--- src/rtl/scw_pkg.sv ---
package scw_pkg;

    localparam int WORD_W = 8;
    localparam int GAIN_W = WORD_W - 1;
    localparam int SEL_BIT = WORD_W - 1;
    localparam int EMPH_SEL_BIT = WORD_W - 2;
    localparam int EMPH_ON_BIT = WORD_W - 3;
    localparam int NUM_INPUTS = 3;

    localparam int IDX_DATA = 0;
    localparam int IDX_SCLK = 1;
    localparam int IDX_STB = 2;

    typedef logic [WORD_W-1:0] word_t;
    typedef logic [GAIN_W-1:0] gain_t;

    typedef enum logic {
        DEST_GAIN = 1'b0,
        DEST_EMPH = 1'b1
    } dest_e;

    typedef struct packed {
        logic sel;
        logic on;
    } emph_t;

    function automatic dest_e word_dest(input word_t w);
        return dest_e'(w[SEL_BIT]);
    endfunction

    function automatic gain_t word_gain(input word_t w);
        return w[GAIN_W-1:0];
    endfunction

    function automatic emph_t word_emph(input word_t w);
        emph_t e;
        e.sel = w[EMPH_SEL_BIT];
        e.on = w[EMPH_ON_BIT];
        return e;
    endfunction

endpackage

--- src/rtl/scw_sync.sv ---
module scw_sync #(
    parameter int N = 3
) (
    input  logic         clk,
    input  logic         rst,
    input  logic [N-1:0] async_i,
    output logic [N-1:0] level_o,
    output logic [N-1:0] rise_o
);

    for (genvar gi = 0; gi < N; gi++) begin : g_ch
        logic meta_q;
        logic stab_q;
        logic prev_q;

        always_ff @(posedge clk) begin
            if (rst) begin
                meta_q <= 1'b0;
                stab_q <= 1'b0;
                prev_q <= 1'b0;
            end else begin
                meta_q <= async_i[gi];
                stab_q <= meta_q;
                prev_q <= stab_q;
            end
        end

        assign level_o[gi] = stab_q;
        assign rise_o[gi] = stab_q & ~prev_q;

        AST_RISE_SINGLE: assert property (@(posedge clk) disable iff (rst)
            rise_o[gi] |=> !rise_o[gi]);
    end

endmodule

--- src/rtl/scw_shifter.sv ---
module scw_shifter
    import scw_pkg::*;
#(
    parameter int MIN_GAP = 150
) (
    input  logic  clk,
    input  logic  rst,
    input  logic  sclk_rise,
    input  logic  sdata_lvl,
    input  logic  stb_rise,
    output word_t word_o,
    output logic  full_o,
    output logic  gap_short_o
);

    localparam int GAP_W = $clog2(MIN_GAP + 1);
    localparam int CNT_W = $clog2(WORD_W + 1);

    word_t            shreg_q;
    logic [CNT_W-1:0] bits_q;
    logic [GAP_W-1:0] gap_q;

    always_ff @(posedge clk) begin
        if (rst) begin
            shreg_q <= '0;
        end else if (sclk_rise) begin
            shreg_q <= {sdata_lvl, shreg_q[WORD_W-1:1]};
        end
    end

    always_ff @(posedge clk) begin
        if (rst) begin
            bits_q <= '0;
        end else if (stb_rise) begin
            bits_q <= '0;
        end else if (sclk_rise && (bits_q < CNT_W'(WORD_W))) begin
            bits_q <= bits_q + CNT_W'(1);
        end
    end

    always_ff @(posedge clk) begin
        if (rst) begin
            gap_q <= GAP_W'(MIN_GAP);
        end else if (sclk_rise) begin
            gap_q <= GAP_W'(1);
        end else if (gap_q < GAP_W'(MIN_GAP)) begin
            gap_q <= gap_q + GAP_W'(1);
        end
    end

    assign word_o = shreg_q;
    assign full_o = (bits_q == CNT_W'(WORD_W));
    assign gap_short_o = (gap_q < GAP_W'(MIN_GAP));

    AST_BITCNT_LIMIT: assert property (@(posedge clk) disable iff (rst)
        bits_q <= CNT_W'(WORD_W));
    AST_GAP_LIMIT: assert property (@(posedge clk) disable iff (rst)
        gap_q <= GAP_W'(MIN_GAP));

endmodule

--- src/rtl/scw_regs.sv ---
module scw_regs
    import scw_pkg::*;
(
    input  logic  clk,
    input  logic  rst,
    input  logic  stb_rise,
    input  word_t word_i,
    input  logic  full_i,
    input  logic  gap_short_i,
    output gain_t gain_o,
    output emph_t emph_o,
    output logic  gain_wr_o,
    output logic  emph_wr_o,
    output logic  gap_err_o,
    output logic  short_err_o
);

    logic  commit;
    logic  ld_gain;
    logic  ld_emph;
    gain_t gain_q;
    emph_t emph_q;

    assign commit = stb_rise & full_i;
    assign ld_gain = commit & (word_dest(word_i) == DEST_GAIN);
    assign ld_emph = commit & (word_dest(word_i) == DEST_EMPH);

    always_ff @(posedge clk) begin
        if (rst) begin
            gain_q <= '0;
            gain_wr_o <= 1'b0;
        end else if (ld_gain) begin
            gain_q <= word_gain(word_i);
            gain_wr_o <= 1'b1;
        end
    end

    always_ff @(posedge clk) begin
        if (rst) begin
            emph_q <= '0;
            emph_wr_o <= 1'b0;
        end else if (ld_emph) begin
            emph_q <= word_emph(word_i);
            emph_wr_o <= 1'b1;
        end
    end

    always_ff @(posedge clk) begin
        if (rst) begin
            gap_err_o <= 1'b0;
            short_err_o <= 1'b0;
        end else if (stb_rise) begin
            if (gap_short_i) gap_err_o <= 1'b1;
            if (!full_i) short_err_o <= 1'b1;
        end
    end

    assign gain_o = gain_q;
    assign emph_o = emph_q;

    AST_LOADS_EXCLUSIVE: assert property (@(posedge clk) disable iff (rst)
        $onehot0({ld_gain, ld_emph}));

endmodule

--- src/rtl/scw_ctrl_port.sv ---
module scw_ctrl_port
    import scw_pkg::*;
#(
    parameter int MIN_GAP = 150
) (
    input  logic              clk,
    input  logic              rst,
    input  logic              strobe_i,
    input  logic              sclk_i,
    input  logic              sdata_i,
    output logic [GAIN_W-1:0] gain_code_o,
    output logic              emph_on_o,
    output logic              emph_sel_o,
    output logic              gain_written_o,
    output logic              emph_written_o,
    output logic              gap_err_o,
    output logic              short_err_o
);

    logic [NUM_INPUTS-1:0] async_in;
    logic [NUM_INPUTS-1:0] lvl;
    logic [NUM_INPUTS-1:0] rise;
    word_t                 word;
    logic                  full;
    logic                  gap_short;
    gain_t                 gain;
    emph_t                 emph;

    assign async_in[IDX_DATA] = sdata_i;
    assign async_in[IDX_SCLK] = sclk_i;
    assign async_in[IDX_STB] = strobe_i;

    scw_sync #(.N(NUM_INPUTS)) u_sync (
        .clk     (clk),
        .rst     (rst),
        .async_i (async_in),
        .level_o (lvl),
        .rise_o  (rise)
    );

    scw_shifter #(.MIN_GAP(MIN_GAP)) u_shift (
        .clk         (clk),
        .rst         (rst),
        .sclk_rise   (rise[IDX_SCLK]),
        .sdata_lvl   (lvl[IDX_DATA]),
        .stb_rise    (rise[IDX_STB]),
        .word_o      (word),
        .full_o      (full),
        .gap_short_o (gap_short)
    );

    scw_regs u_regs (
        .clk         (clk),
        .rst         (rst),
        .stb_rise    (rise[IDX_STB]),
        .word_i      (word),
        .full_i      (full),
        .gap_short_i (gap_short),
        .gain_o      (gain),
        .emph_o      (emph),
        .gain_wr_o   (gain_written_o),
        .emph_wr_o   (emph_written_o),
        .gap_err_o   (gap_err_o),
        .short_err_o (short_err_o)
    );

    assign gain_code_o = gain;
    assign emph_on_o = emph.on;
    assign emph_sel_o = emph.sel;

    AST_GAIN_HOLD: assert property (@(posedge clk) disable iff (rst)
        !rise[IDX_STB] |=> $stable(gain_code_o));
    AST_EMPH_HOLD: assert property (@(posedge clk) disable iff (rst)
        !rise[IDX_STB] |=> $stable({emph_on_o, emph_sel_o}));
    AST_SHORT_DISCARD: assert property (@(posedge clk) disable iff (rst)
        (rise[IDX_STB] && !full) |=> ($stable(gain_code_o) && $stable({emph_on_o, emph_sel_o})));
    AST_GAIN_WORD_KEEPS_EMPH: assert property (@(posedge clk) disable iff (rst)
        (rise[IDX_STB] && !word[SEL_BIT]) |=> $stable({emph_on_o, emph_sel_o}));
    AST_EMPH_WORD_KEEPS_GAIN: assert property (@(posedge clk) disable iff (rst)
        (rise[IDX_STB] && word[SEL_BIT]) |=> $stable(gain_code_o));
    AST_GAP_STICKY: assert property (@(posedge clk) disable iff (rst)
        gap_err_o |=> gap_err_o);
    AST_SHORT_STICKY: assert property (@(posedge clk) disable iff (rst)
        short_err_o |=> short_err_o);
    AST_WRITTEN_STICKY: assert property (@(posedge clk) disable iff (rst)
        (gain_written_o || emph_written_o) |=>
        ($past(gain_written_o) <= gain_written_o && $past(emph_written_o) <= emph_written_o));

endmodule

--- config.mk ---
export PLATFORM = sky130hd
export DESIGN_NAME = scw_ctrl_port
export DESIGN_NICKNAME = d
export VERILOG_FILES = /design/src/rtl/scw_pkg.sv /design/src/rtl/scw_sync.sv /design/src/rtl/scw_shifter.sv /design/src/rtl/scw_regs.sv /design/src/rtl/scw_ctrl_port.sv
export SDC_FILE = /design/constraint.sdc
export NUM_CORES = 1
export LEC_CHECK = 0
export BUFFER_PORTS_ARGS = -buffer_cell sky130_fd_sc_hd__buf_2
export CORE_ASPECT_RATIO = 1.4
export CORE_MARGIN = 3
export CORE_UTILIZATION = 35
export DETAILED_ROUTE_END_ITERATION = 7
export GPL_TIMING_DRIVEN = 0
export PLACE_DENSITY = 0.58
export SETUP_SLACK_MARGIN = 0.3
export SYNTH_ARGS = -nofsm -noshare
export SYNTH_HDL_FRONTEND = slang
export SYNTH_HIERARCHICAL = 1
export SYNTH_SLANG_ARGS = --single-unit
export TNS_END_PERCENT = 30
--- constraint.sdc ---
create_clock -name clk -period 1.7 [get_ports clk]
set_input_delay 0.255 -clock clk [delete_from_list [all_inputs] [get_ports clk]]
set_output_delay 0.255 -clock clk [all_outputs]
set_load 0.1 [all_outputs]
==> flow_metrics.env <==
export IMPL_status="completed"
export IMPL_die_h_um=89.2
export IMPL_max_slew_worst_pin_slew_ps=487
export IMPL_rsz0062_at_grt="yes"
export IMPL_grt_pass1_vias=1208
export IMPL_grt_max_degree=14
export IMPL_startpoint_type="register"
export IMPL_fmax_mhz=750
export IMPL_reg2regPathDepth=5
export IMPL_grt_total_usage_pct=12.1
export IMPL_critPathCaptureType="register"
export IMPL_place_congestion=0.815
export IMPL_num_vias=1294
export IMPL_fp_dieW_um=65.4
export IMPL_port_buffers=17
export IMPL_nets=216
export IMPL_power_density_nw_per_um2=894
export IMPL_cts_made_buffers=5
export IMPL_path_class="reg -> reg"
export IMPL_syn_inst=180
export IMPL_clock_latency_ps=290
export IMPL_setup_tns_ps=0
export IMPL_post_route_period_util_pct=78.5
export IMPL_initial_utilization_pct=37.2
export IMPL_drive_gt1_share_pct=25.4
export IMPL_skew_ps=9.70
export IMPL_required_ps=1870
export IMPL_multiInputGateArea_um2=855
export IMPL_h_tree_depth=2
export IMPL_avgSynthCellArea_um2=9.61
export IMPL_design_area_um2=2050
export IMPL_fillCellCount=504
export IMPL_critPathArrivalTime_ps=1500
export IMPL_irDropWorstVdd_v=0.000644
export IMPL_clock_root_buffer="clkbuf_8"
export IMPL_syn_to_final_growth_pct=18.5
export IMPL_ctsLongestPathBuffers=2
export IMPL_startpoint="u_sync/g_ch[1].stab_q$_SDFF_PP0_"
export IMPL_hold_path_class="in -> reg"
export IMPL_layout_commonest_cell="dfxtp_1"
export IMPL_fp_row_count=29
export IMPL_drtPass1Iterations=4
export IMPL_ant_nets=0
export IMPL_syn_num_nets=188
export IMPL_core_area_um2=4640
export IMPL_worstHoldStart="sdata_i"
export IMPL_ff_latch_area_um2=828
export IMPL_routedWlPerCell_um=11.7
export IMPL_io_pin_count=18
export IMPL_final_max_slew_viol_count=0
export IMPL_syn_area_um2=1730
export IMPL_cp_endpoint="u_shift/word_o[2]$_SDFFE_PP0P_"
export IMPL_reg2reg_from="u_sync/g_ch[1].stab_q$_SDFF_PP0_"
export IMPL_hold_violations=0
export IMPL_r2r_end="u_shift/word_o[2]$_SDFFE_PP0P_"
export IMPL_grt_overflow=0
export IMPL_hpwl_mm=2.28
export IMPL_drcViolationCount=0
export IMPL_antennaDiodeCount=0
export IMPL_dieArea_um2=5830
export IMPL_layout_cells_most_common_list="37 x dfxtp_1, 23 x buf_2, 18 x mux2i_1"
export IMPL_maxCapViolCount=0
export IMPL_drt_vias_per_instance=4.77
export IMPL_yosys_warnings=6
export IMPL_p_leak_nw=0.800
export IMPL_wirelength_mm=3.16
export IMPL_period_needed_ps=1330
export IMPL_cts_clk_slew_worst_paths_ps=80
export IMPL_grt_antenna_before_repair=0
export IMPL_cts_sinks=41
export IMPL_slew_headroom_pct=67.7
export IMPL_r2r_slack_ps=370
export IMPL_cts_tree="done"
export IMPL_grt_pass1_wl_mm=5.45
export IMPL_setup_viol=0
export IMPL_drt_iter0_markers=31
export IMPL_crit_fanout=10
export IMPL_placed_area_um2=1890
[per-stage QoR]
stage          setup WS [ps]  power [mW]  utilization, %  std cells  hold slack (ps)
4_1_cts                  283        1.85            42.7        267              173
5_1_grt                  268        1.93            44.1        271              186
3_5_place_dp             199        1.23            40.7        259              428
3_3_place_gp             205        1.23            40.7        259              418
6_report                 366        1.83            44.1        271              176
2_1_floorplan            441        1.18               -        180              327
[worst min path at each step]
| stage | to | slack (ps) | depth (start not counted) |
|---|---|---|---|
| global placement | u_sync/g_ch[1].stab_q$_SDFF_PP0_ | 420 | 1 |
| finish | u_sync/g_ch[0].meta_q$_SDFF_PP0_ | 180 | 2 |
| detailed placement | u_sync/g_ch[2].stab_q$_SDFF_PP0_ | 430 | 1 |
| global route | u_sync/g_ch[1].meta_q$_SDFF_PP0_ | 190 | 2 |
| floorplan | u_sync/g_ch[0].meta_q$_SDFF_PP0_ | 330 | 1 |
| CTS | u_sync/g_ch[0].meta_q$_SDFF_PP0_ | 170 | 2 |
[power breakdown]
| part | leakage, nW | total (mW) | switching, mW | internal (mW) |
|---|---|---|---|---|
| clock network | 0.0439 | 0.613 | 0.330 | 0.283 |
| registers | 0.334 | 1.01 | 0.0241 | 0.988 |
| logic | 0.422 | 0.205 | 0.118 | 0.0869 |
| total | 0.800 | 1.83 | 0.472 | 1.36 |
[critical path, cell delays in order (launching register included)]
cell and delay [ps]:
dfxtp_1 320, nor2b_1 110, buf_2 200, buf_2 310, mux2i_1 230, nor2_1 50
[what timing repair did]
action | 4_1_cts | 5_1_grt
endpoints found under the setup margin | 11 | 17
pin swaps | 0 | 2
hold buffers | 0 | 0
endpoints found under the hold margin | 0 | 0
buffers inserted | 0 | 4
resized for setup | 3 | 13
[sequential cells by signal, summed over array words and instances, names as in the netlist]
signal and cells:
u_regs/short_err_o 1, u_sync/g_ch.meta_q 3, u_regs/gap_err_o 1, u_sync/g_ch.prev_q 2, u_regs/gain_wr_o 1, u_regs/emph_o 2, u_regs/emph_wr_o 1, u_shift/gap_q 8
u_shift/bits_q 4, u_regs/gain_o 7, u_sync/g_ch.stab_q 3, u_shift/word_o 8
[per-layer routing]
| layer | global-route usage, % | vias up | wire [um] |
|---|---|---|---|
| li1 | - | 674 | - |
| met2 | 21.2 | 15 | 1600 |
| met3 | 2.39 | 4 | 89 |
| met5 | 0 | - | 0 |
| met4 | 6.23 | 0 | 48 |
| met1 | 13.8 | 601 | 1420 |
[final cells by class]
class / instances / share of cell area [%]
repair buffers: 21 / 5.62
clock inverters: 3 / 0.855
well taps: 62 / 3.79
inverters: 8 / 1.47
plain buffers: 10 / 2.75
flip-flops and latches: 41 / 40.4
clock buffers: 5 / 3.36
multi-input cells: 121 / 41.7
Power figures use the tool's default switching activity.
